## config.mk

```make
export PLATFORM = sky130hd
export DESIGN_NAME = phy_mgmt_ctrl
export DESIGN_NICKNAME = d
export VERILOG_FILES = /design/src/rtl/phy_mgmt_pkg.sv /design/src/rtl/mdc_divider.sv /design/src/rtl/mgmt_frame_seq.sv /design/src/rtl/phy_mgmt_ctrl.sv
export SDC_FILE = /design/constraint.sdc
export NUM_CORES = 1
export LEC_CHECK = 0
export BUFFER_PORTS_ARGS = -buffer_cell sky130_fd_sc_hd__clkbuf_2
export CAP_MARGIN = 25
export CELL_PAD_IN_SITES_DETAIL_PLACEMENT = 1
export CELL_PAD_IN_SITES_GLOBAL_PLACEMENT = 1
export CORE_UTILIZATION = 47
export DETAILED_ROUTE_END_ITERATION = 16
export GPL_TIMING_DRIVEN = 0
export PLACE_DENSITY_LB_ADDON = 0.05
export SYNTH_ARGS = -nofsm -noshare
export SYNTH_HDL_FRONTEND = slang
export SYNTH_SLANG_ARGS = --single-unit
export TNS_END_PERCENT = 10
```

## constraint.sdc

```tcl
create_clock -name clk -period 5.3 [get_ports clk]
set_clock_uncertainty 0.05 [all_clocks]
set_input_delay 1.06 -clock clk [delete_from_list [all_inputs] [get_ports clk]]
set_output_delay 1.06 -clock clk [all_outputs]
set_load 0.1 [all_outputs]
```

## src/rtl/phy_mgmt_pkg.sv

```systemverilog
`timescale 1ns/1ps
package phy_mgmt_pkg;
  localparam int PHY_AW = 5;
  localparam int REG_AW = 5;
  localparam int DATA_W = 16;
  localparam logic [PHY_AW-1:0] PHY_RESERVED = '1;

  localparam logic [1:0] SEL_CTRL = 2'd0;
  localparam logic [1:0] SEL_ADDR = 2'd1;
  localparam logic [1:0] SEL_DATA = 2'd2;

  localparam logic [1:0] START_SEQ = 2'b01;
  localparam logic [1:0] OPC_RD    = 2'b10;
  localparam logic [1:0] OPC_WR    = 2'b01;
  localparam logic [1:0] TA_WR     = 2'b10;
endpackage

```

## src/rtl/mdc_divider.sv

```systemverilog
`timescale 1ns/1ps
module mdc_divider #(
  parameter int CLK_HALF = 4
) (
  input  logic clk,
  input  logic rst,
  input  logic en,
  output logic mdc,
  output logic rise_tick,
  output logic fall_tick
);
  localparam int CW = (CLK_HALF > 1) ? $clog2(CLK_HALF) : 1;
  localparam logic [CW-1:0] LAST = CW'(CLK_HALF - 1);

  logic [CW-1:0] cnt;
  logic          at_last;

  assign at_last   = (cnt == LAST);
  assign rise_tick = en & at_last & ~mdc;
  assign fall_tick = en & at_last & mdc;

  always_ff @(posedge clk) begin
    if (rst || !en) begin
      cnt <= '0;
      mdc <= 1'b0;
    end else if (at_last) begin
      cnt <= '0;
      mdc <= ~mdc;
    end else begin
      cnt <= cnt + 1'b1;
    end
  end
endmodule

```

## src/rtl/mgmt_frame_seq.sv

```systemverilog
`timescale 1ns/1ps
module mgmt_frame_seq
  import phy_mgmt_pkg::*;
#(
  parameter int PRE_LEN = 32
) (
  input  logic              clk,
  input  logic              rst,
  input  logic              start,
  input  logic              op_rd,
  input  logic [PHY_AW-1:0] phy,
  input  logic [REG_AW-1:0] regad,
  input  logic [DATA_W-1:0] wdata,
  input  logic              rise_tick,
  input  logic              fall_tick,
  input  logic              mdio_i,
  output logic              busy,
  output logic              done,
  output logic [DATA_W-1:0] rdata,
  output logic              mdio_o,
  output logic              mdio_oe
);
  localparam int FRAME_LEN = PRE_LEN + 6 + PHY_AW + REG_AW + DATA_W;
  localparam int IW        = $clog2(FRAME_LEN);
  localparam int HDR_LEN   = FRAME_LEN - DATA_W - 2;
  localparam logic [IW-1:0] HDR_IDX  = IW'(HDR_LEN - 1);
  localparam logic [IW-1:0] DATA_IDX = IW'(FRAME_LEN - DATA_W);
  localparam logic [IW-1:0] LAST_IDX = IW'(FRAME_LEN - 1);

  logic [FRAME_LEN-1:0] frame;
  logic [FRAME_LEN-1:0] sh;
  logic [IW-1:0]        idx;
  logic                 rd_q;
  logic                 load;

  assign load  = start && !busy;
  assign frame = {{PRE_LEN{1'b1}}, START_SEQ, (op_rd ? OPC_RD : OPC_WR), phy, regad,
                  (op_rd ? 2'b11 : TA_WR), wdata};

  always_ff @(posedge clk) begin
    if (rst) begin
      busy    <= 1'b0;
      done    <= 1'b0;
      idx     <= '0;
      sh      <= '0;
      rd_q    <= 1'b0;
      rdata   <= '0;
      mdio_o  <= 1'b0;
      mdio_oe <= 1'b0;
    end else begin
      done <= 1'b0;
      if (load) begin
        busy    <= 1'b1;
        idx     <= '0;
        sh      <= frame << 1;
        rd_q    <= op_rd;
        mdio_o  <= frame[FRAME_LEN-1];
        mdio_oe <= 1'b1;
      end else if (busy) begin
        if (rise_tick && rd_q && idx >= DATA_IDX)
          rdata <= {rdata[DATA_W-2:0], mdio_i};
        if (fall_tick) begin
          if (idx == LAST_IDX) begin
            busy    <= 1'b0;
            done    <= 1'b1;
            mdio_o  <= 1'b0;
            mdio_oe <= 1'b0;
          end else begin
            idx     <= idx + 1'b1;
            mdio_o  <= sh[FRAME_LEN-1];
            sh      <= sh << 1;
            mdio_oe <= !rd_q || (idx < HDR_IDX);
          end
        end
      end
    end
  end


  mdio_hold_chk: assert property (@(posedge clk) disable iff (rst)
    (!fall_tick && !load) |=> $stable(mdio_o));


  rd_release_chk: assert property (@(posedge clk) disable iff (rst)
    (busy && rd_q && idx > HDR_IDX) |-> !mdio_oe);
endmodule

```

## src/rtl/phy_mgmt_ctrl.sv

```systemverilog
`timescale 1ns/1ps
module phy_mgmt_ctrl
  import phy_mgmt_pkg::*;
#(
  parameter int CLK_HALF = 4,
  parameter int PRE_LEN  = 32
) (
  input  logic              clk,
  input  logic              rst,
  input  logic              cfg_load,
  input  logic [PHY_AW-1:0] cfg_phy_addr,
  input  logic              reg_wr,
  input  logic [1:0]        reg_addr,
  input  logic [DATA_W-1:0] reg_wdata,
  output logic [DATA_W-1:0] reg_rdata,
  output logic              mdc,
  output logic              mdio_o,
  output logic              mdio_oe,
  input  logic              mdio_i
);
  logic [PHY_AW-1:0] phy_q;
  logic              cfg_seen;
  logic              op_rd_q;
  logic              err_q;
  logic [REG_AW-1:0] regad_q;
  logic [DATA_W-1:0] data_q;
  logic              busy, done, rise_tick, fall_tick;
  logic [DATA_W-1:0] seq_rdata;
  logic              ctrl_wr, accept, refuse, go;

  assign ctrl_wr = reg_wr && (reg_addr == SEL_CTRL);
  assign accept  = ctrl_wr && reg_wdata[0] && !busy;
  assign refuse  = accept && (phy_q == PHY_RESERVED);
  assign go      = accept && !refuse;

  mdc_divider #(.CLK_HALF(CLK_HALF)) u_div (
    .clk(clk), .rst(rst), .en(busy),
    .mdc(mdc), .rise_tick(rise_tick), .fall_tick(fall_tick)
  );

  mgmt_frame_seq #(.PRE_LEN(PRE_LEN)) u_seq (
    .clk(clk), .rst(rst), .start(go), .op_rd(reg_wdata[1]),
    .phy(phy_q), .regad(regad_q), .wdata(data_q),
    .rise_tick(rise_tick), .fall_tick(fall_tick), .mdio_i(mdio_i),
    .busy(busy), .done(done), .rdata(seq_rdata),
    .mdio_o(mdio_o), .mdio_oe(mdio_oe)
  );

  always_ff @(posedge clk) begin
    if (rst) begin
      phy_q    <= PHY_RESERVED;
      cfg_seen <= 1'b0;
      op_rd_q  <= 1'b0;
      err_q    <= 1'b0;
      regad_q  <= '0;
      data_q   <= '0;
    end else begin
      if (cfg_load && !cfg_seen) begin
        phy_q    <= cfg_phy_addr;
        cfg_seen <= 1'b1;
      end
      if (ctrl_wr && !busy) begin
        op_rd_q <= reg_wdata[1];
        if (reg_wdata[0]) err_q <= refuse;
      end
      if (reg_wr && reg_addr == SEL_ADDR) regad_q <= reg_wdata[REG_AW-1:0];
      if (done && op_rd_q)                 data_q  <= seq_rdata;
      else if (reg_wr && reg_addr == SEL_DATA) data_q <= reg_wdata;
    end
  end

  always_ff @(posedge clk) begin
    if (rst) begin
      reg_rdata <= '0;
    end else begin
      case (reg_addr)
        SEL_CTRL: reg_rdata <= {{(DATA_W-3){1'b0}}, err_q, op_rd_q, busy};
        SEL_ADDR: reg_rdata <= DATA_W'({phy_q, 3'b000, regad_q});
        SEL_DATA: reg_rdata <= data_q;
        default:  reg_rdata <= '0;
      endcase
    end
  end


  refuse_chk: assert property (@(posedge clk) disable iff (rst)
    refuse |=> (!busy && err_q));


  phy_hold_chk: assert property (@(posedge clk) disable iff (rst)
    cfg_seen |=> $stable(phy_q));


  mdc_idle_chk: assert property (@(posedge clk) disable iff (rst)
    !busy |-> (!mdc && !mdio_oe));


  busy_rise_chk: assert property (@(posedge clk) disable iff (rst)
    go |=> busy);


  data_hold_chk: assert property (@(posedge clk) disable iff (rst)
    (busy && !(reg_wr && reg_addr == SEL_DATA)) |=> ($stable(data_q) || $fell(busy)));


  busy_start_chk: assert property (@(posedge clk) disable iff (rst)
    (busy && ctrl_wr) |=> $stable(op_rd_q));
endmodule

```

* Word-level counts from Yosys, hierarchy flattened
Index checks and enable logic that the tools add are counted.
** Word-level totals
- Flip-flop bits (word level) :: 138
- Bits of input ports :: 28
- Output and inout bits :: 19
- Word-level logic and storage cells :: 89
** Operators by class
- Add/subtract/negate cells :: 2
- $lt $le $gt $ge :: 2
- Equal/unequal tests :: 6
- Muxes and demuxes :: 22
- Bitwise operators :: 8
- Reductions and logical operators :: 31
** Operator list (number)
- 64-bit 2-to-1 mux :: 4
- 16-bit one-hot mux with 3 select lines :: 1
- 16-bit 2-to-1 mux :: 2
- 1-bit 2-to-1 mux :: 14
- 1-bit logical AND :: 13
- 3-bit AND reduction :: 3
- 6-bit by 1-bit adder with 6-bit output (second input constant) :: 1
- 6-bit == test (second input constant) :: 1
- 6-bit >= comparator (second input constant) :: 1
- 6-bit < comparator (second input constant) :: 1
- 2-bit nonzero test :: 3
- 5-bit == test (second input constant) :: 1
- 1-bit inverter :: 5
- 2-bit == test (second input constant) :: 2
- 1-bit logical NOT :: 4
- 2-bit AND reduction :: 2
- 2-bit OR reduction :: 2
- 4-bit OR reduction :: 1
- 1-bit AND :: 3
- 2-bit by 1-bit adder with 2-bit output (second input constant) :: 1
- 2-bit by 1-bit == test with 1-bit output (second input constant) :: 1
- 2-bit logical NOT :: 1
- 1-bit logical OR :: 2
- 2-bit 2-to-1 mux :: 1
- 2-bit by 1-bit != test with 1-bit output (second input constant) :: 1

* Depth between registers and ports, before layout
- Depth after elaboration :: 10
- Depth in mapped cells :: 8
- Depth with buffers taken out :: 6

* Hierarchy
A second synthesis with hierarchy kept.
** Unflattened totals
- Cells, all modules :: 651
- Area total of the unflattened synthesis :: 5527.8 sq um
** Modules (own cells, without submodules)
- mgmt_frame_seq :: times used 1, cells an instance 440, area each 3527.1 sq um, seq. area each 1801.7 sq um
- phy_mgmt_ctrl :: times used 1, cells an instance 199, area each 1883.1 sq um, seq. area each 900.9 sq um
- mdc_divider :: times used 1, cells an instance 12, area each 117.6 sq um, seq. area each 60.1 sq um

* Worst setup path after synthesis
No wires, ideal clock.
- Kind :: in2reg
- Start point :: in reg_addr[0]
- End point :: reg u_seq.sh[24]
- Setup time :: 0.122 ns
- Data arrival time :: 2.331 ns
- Data required time :: 5.128 ns
- Setup slack :: 2.797 ns
- Stages on the path :: 7
- Path buffers :: 3
- Cells stage by stage :: buf_6 -> nor4b_4 -> o211a_1 -> buf_4 -> nor3_2 -> buf_6 -> a221o_1
** On the way
- Cells in the longest elaborated chain, start to end :: 10
- Elaborated cells on any way between the ends :: 13
- Those cells by class :: eq/ne (1); mux (1); reduce/logical (11)
** RTL lines
- start: declaration :: line phy_mgmt_ctrl.sv:13 : input logic [1:0] reg_addr,
- 2-bit logical NOT * :: line phy_mgmt_ctrl.sv:31 : assign ctrl_wr = reg_wr && (reg_addr == SEL_CTRL);
- 1-bit logical AND * :: line phy_mgmt_ctrl.sv:31
- 1-bit logical AND * (2 in a row) :: line phy_mgmt_ctrl.sv:32 : assign accept = ctrl_wr && reg_wdata[0] && !busy;
- 1-bit logical AND :: line phy_mgmt_ctrl.sv:33 : assign refuse = accept && (phy_q == PHY_RESERVED);
- 1-bit logical NOT :: line phy_mgmt_ctrl.sv:34 : assign go = accept && !refuse;
- 1-bit logical AND * :: line phy_mgmt_ctrl.sv:34
- 1-bit logical AND * :: line mgmt_frame_seq.sv:36 : assign load = start && !busy;
- 2-bit by 1-bit != test with 1-bit output (no source line) / 2-bit nonzero test (equally long branches)
- 3-bit AND reduction (no source line)
- end signal: assignment :: line mgmt_frame_seq.sv:55 : sh <= frame << 1;
- end signal: assignment :: line mgmt_frame_seq.sv:71 : sh <= sh << 1;
- end: declaration :: line mgmt_frame_seq.sv:31 : logic [FRAME_LEN-1:0] sh;
Mark *: on every way between the ends. The rest lies on a longest branch, timed or not.
A chain may end at the register's enable or synchronous reset.

* Final worst setup path
- Start point :: reg u_div.mdc
- End point :: out mdc
** RTL lines
- start: declaration :: line mdc_divider.sv:8 : output logic mdc,
- start signal: assignment :: line mdc_divider.sv:28 : mdc <= ~mdc;
- end: declaration :: line phy_mgmt_ctrl.sv:16 : output logic mdc,
No word-level cell between the ends.

==> summary.md <==
| Metric | Value |
|---|---|
| GRT busiest layer | met2 |
| Max_slew headroom | 0.4795 |
| Most numerous cell in the Yosys netlist | dfxtp_1 |
| DR iter-0 viols | about 160 |
| Power per Cell Area | 370.2 nW/um^2 |
| RSZ-0062 raised after global routing | false |
| Post-Place Setup Slack | between 2 and 3 ns |
| First-pass GRT wire length | roughly 24 mm |
| Min-delay src | u_div.cnt[0] |
| Critical path class | register to output pin |
| Design Power | about 2300 uW |
| Main area contributors after synthesis | dfxtp_1 (51%), a21oi_1 (8.9%), nand2_1 (5.9%), nor2_1 (4.9%), mux2i_1 (3.9%) |
| CTS tree | done |
| Post-synth EDFFs | 0 |
| Final Instance Area | between 6000 and 7000 sq um |
| Worst Path Buf+Inv | 1 |
| # resized after CTS | 0 |
| FMAX | ~0.40 GHz |
| Post-synth cell types | approximately 40 |
| PortBufs | 43 |
| CP delay by family, top | buffers and inverters |
| Clk buf depth | 2 |
| Placer Congestion | 0.8347 |
| Synth-to-Final Area Change | 17.50% |
| CP endpoint kind | output pin |
| Grt ovf | 0 |
| Post-synthesis instance area | ~5400 sq um |
| Die area | roughly 12000 sq um |
| Critical R2R Launch | u_div.cnt[1] |
| Slowest CP cell | clkbuf_2 |
| Post-synthesis async set-or-reset flop share | 0 |
| Ys flop type | dfxtp_1 |
| Setup TNS Final | 0 ns |
| Syn Nets | 640 |
| Final setup margin | about 2.8 ns |
| Leak | approximately 0.0024 uW |
| Vias in the first global route | around 4700 |
| FF/Latch Area | around 2800 sq um |
| Share of the synthesized area in the top cell type | 0.5131 |
| Syn Inst Count | around 600 |
| Die width | roughly 110 um |
| Critical Path RT | roughly 4.2 ns |
| Sequential area share after synthesis | 0.5131 |
| Slew Viols, Final | 0 |
| Via density | 5.536 |
| Worst-path fanout max | 5 |
| Wirelength per Cell | 17.74 um |
| Hold Path Stages | 1 |
| Worst Hold End | u_div.cnt[0] |
| Later-pin clock latency in the skew report | around 0.42 ns |
| Std-Cell Rows | 38 |
| Setup Buffers After CTS | 0 |
| CTS H-tree depth | 4 |
| Setup violations, final | 0 |
| Crit-path max cell delay | between 0.5 and 0.6 ns |
| Clock sink count | around 140 |
| Worst Hold Class | register to register |
| Critical Path Start Type | register |
| Remaining DRCs | 0 |
| I/O pin total | 47 |
| Antenna violations before repair | 0 |
| ANT nets after route | 0 |
| Area of the multi-input gates | around 2400 sq um |
| Seq cells post-synth | about 140 |
| Fin. Hold Viols | 0 |
| Largest net degree at the start of global routing | 17 |
| Max-Cap Viols | 0 |
| Die Span Y | 109.0 um |
| Status | finished, final reports clean |
| Cell accounting for the most synthesized area | dfxtp_1 |
| Clk slew on worst S/H paths | 0.05 ns |
| Fin nets | roughly 700 |
| Met2 GRT Util | 0.4560 |
| Reg-to-reg endpoint | u_seq.rdata[7] |
| Total Routing Usage GR | 0.2697 |
| Tcrit/Tclk final | 0.4752 |
| Worst-case reg-to-reg path depth | 6 |
| Pre-Repair DR Iteration Count | 4 |
| CTS Root Cell | clkbuf_16 |
| Post-DP Area | approximately 5800 sq um |
| Ratio of cells with drive above 1 in the final layout | 0.1418 |
| Fillcell total | ~1300 |
| Final Critical Period | ~2.5 ns |
| Initial Util | 0.4902 |
| VDD IR-drop max | approximately 0.26 mV |
| Cell Chain, Critical Path | clkbuf_2 |
| Register-to-register setup slack | around 3.1 ns |
| Drt total wl | approximately 15 mm |
| Synth cell count leaders | dfxtp_1 (138), a21oi_1 (96), nand2_1 (84), nor2_1 (70), clkbuf_1 (27) |
| Total CTS buffers | 17 |
| Least-Margin Pin Slew | between 0.7 and 0.8 ns |
| Ant diodes | 0 |
| Met3 usage | 0.05918 |
| Final core utilization | 0.5760 |
| Arr. time, crit path | about 1.4 ns |
| Core Box Area | ~11000 sq um |
| Vias | 4562 |
| Yosys warnings | 0 |
| Post-DP HPWL | 10.19 mm |
| Hold_buf cts | 0 |
| Mean Syn Cell Area | ~8.8 sq um |
| GR Util met1 | 0.3289 |
[layer usage]
metal,share of wire,vias to the layer above
li1,-,2270
met5,0,-
met3,0.029,28
met4,0.022,0
met2,0.49,70
met1,0.46,2194
[layout make-up]
type	instances	share of cell area
clock buffer	25	0.07674
buffer	50	0.03718
multi-input combinational	417	0.3748
tap	140	0.02769
timing repair buffer	43	0.03402
sequential	138	0.4367
inverter	4	0.002373
clock inverter	7	0.01048
[kinds of logic after synthesis]
logic type	count (synthesis)	synth area share
AO/OA/AOI/OAI	166	0.1992
XOR/XNOR	3	0.004881
adder cells (fa/ha/maj)	3	0.006973
buffers and inverters	54	0.04648
flip-flops	138	0.5131
multiplexers	21	0.03904
AND/OR/NAND/NOR	224	0.1903
[registers in the layout (all words and copies together), names as in the netlist]
signal         count
reg_rdata         16
err_q              1
phy_q              5
u_seq.sh          63
u_seq.rdata       16
op_rd_q            1
cfg_seen           1
u_seq.mdio_o       1
u_seq.done         1
u_seq.rd_q         1
u_seq.busy         1
data_q            16
u_div.cnt          2
u_seq.idx          6
u_div.mdc          1
regad_q            5
u_seq.mdio_oe      1
[cells in the final DEF, fill, tap and decap left out, types with 3 or more instances in the layout]
master,n
nor3b_1,3
a22oi_1,8
clkbuf_16,17
dfxtp_1,138
buf_2,17
nor3_1,5
a221o_1,11
and2_1,16
a311oi_1,17
nand2_1,84
buf_6,3
ha_1,3
clkbuf_1,32
a21oi_1,96
clkbuf_8,3
clkinv_2,4
inv_1,4
nor2b_1,9
clkbuf_2,43
nand3_1,25
nor2_1,70
a211oi_1,17
mux2i_1,21
xnor2_1,3
a211o_1,5
[how the worst max path moves through the flow]
| stage | slack (ns) | start | cells past startpoint | to |
|---|---|---|---|---|
| 2_1_floorplan | 2.80 | reg_addr[0] | 7 | u_seq.sh[24] |
| 3_3_place_gp | 2.54 | reg_addr[1] | 7 | u_seq.sh[23] |
| 3_5_place_dp | 2.51 | reg_addr[1] | 7 | u_seq.sh[27] |
| 4_1_cts | 2.77 | u_div.mdc | 1 | mdc |
| 5_1_grt | 2.75 | u_div.mdc | 1 | mdc |
| 6_report | 2.78 | u_div.mdc | 1 | mdc |
[where the power goes]
part	internal, uW	switching [uW]
logic	46.1	96.0
registers	1070	22.9
clock network	679	429
[per-stage QoR]
| stage | instances | hold WS, ns |
|---|---|---|
| final | 824 | 0.3771 |
| after global routing | 824 | 0.4205 |
| after CTS | 824 | 0.3796 |
| after detailed placement | 792 | 0.3769 |
| after global placement | 792 | 0.3624 |
| after floorplan | 609 | 0.3543 |
Power figures use the tool's default switching activity.
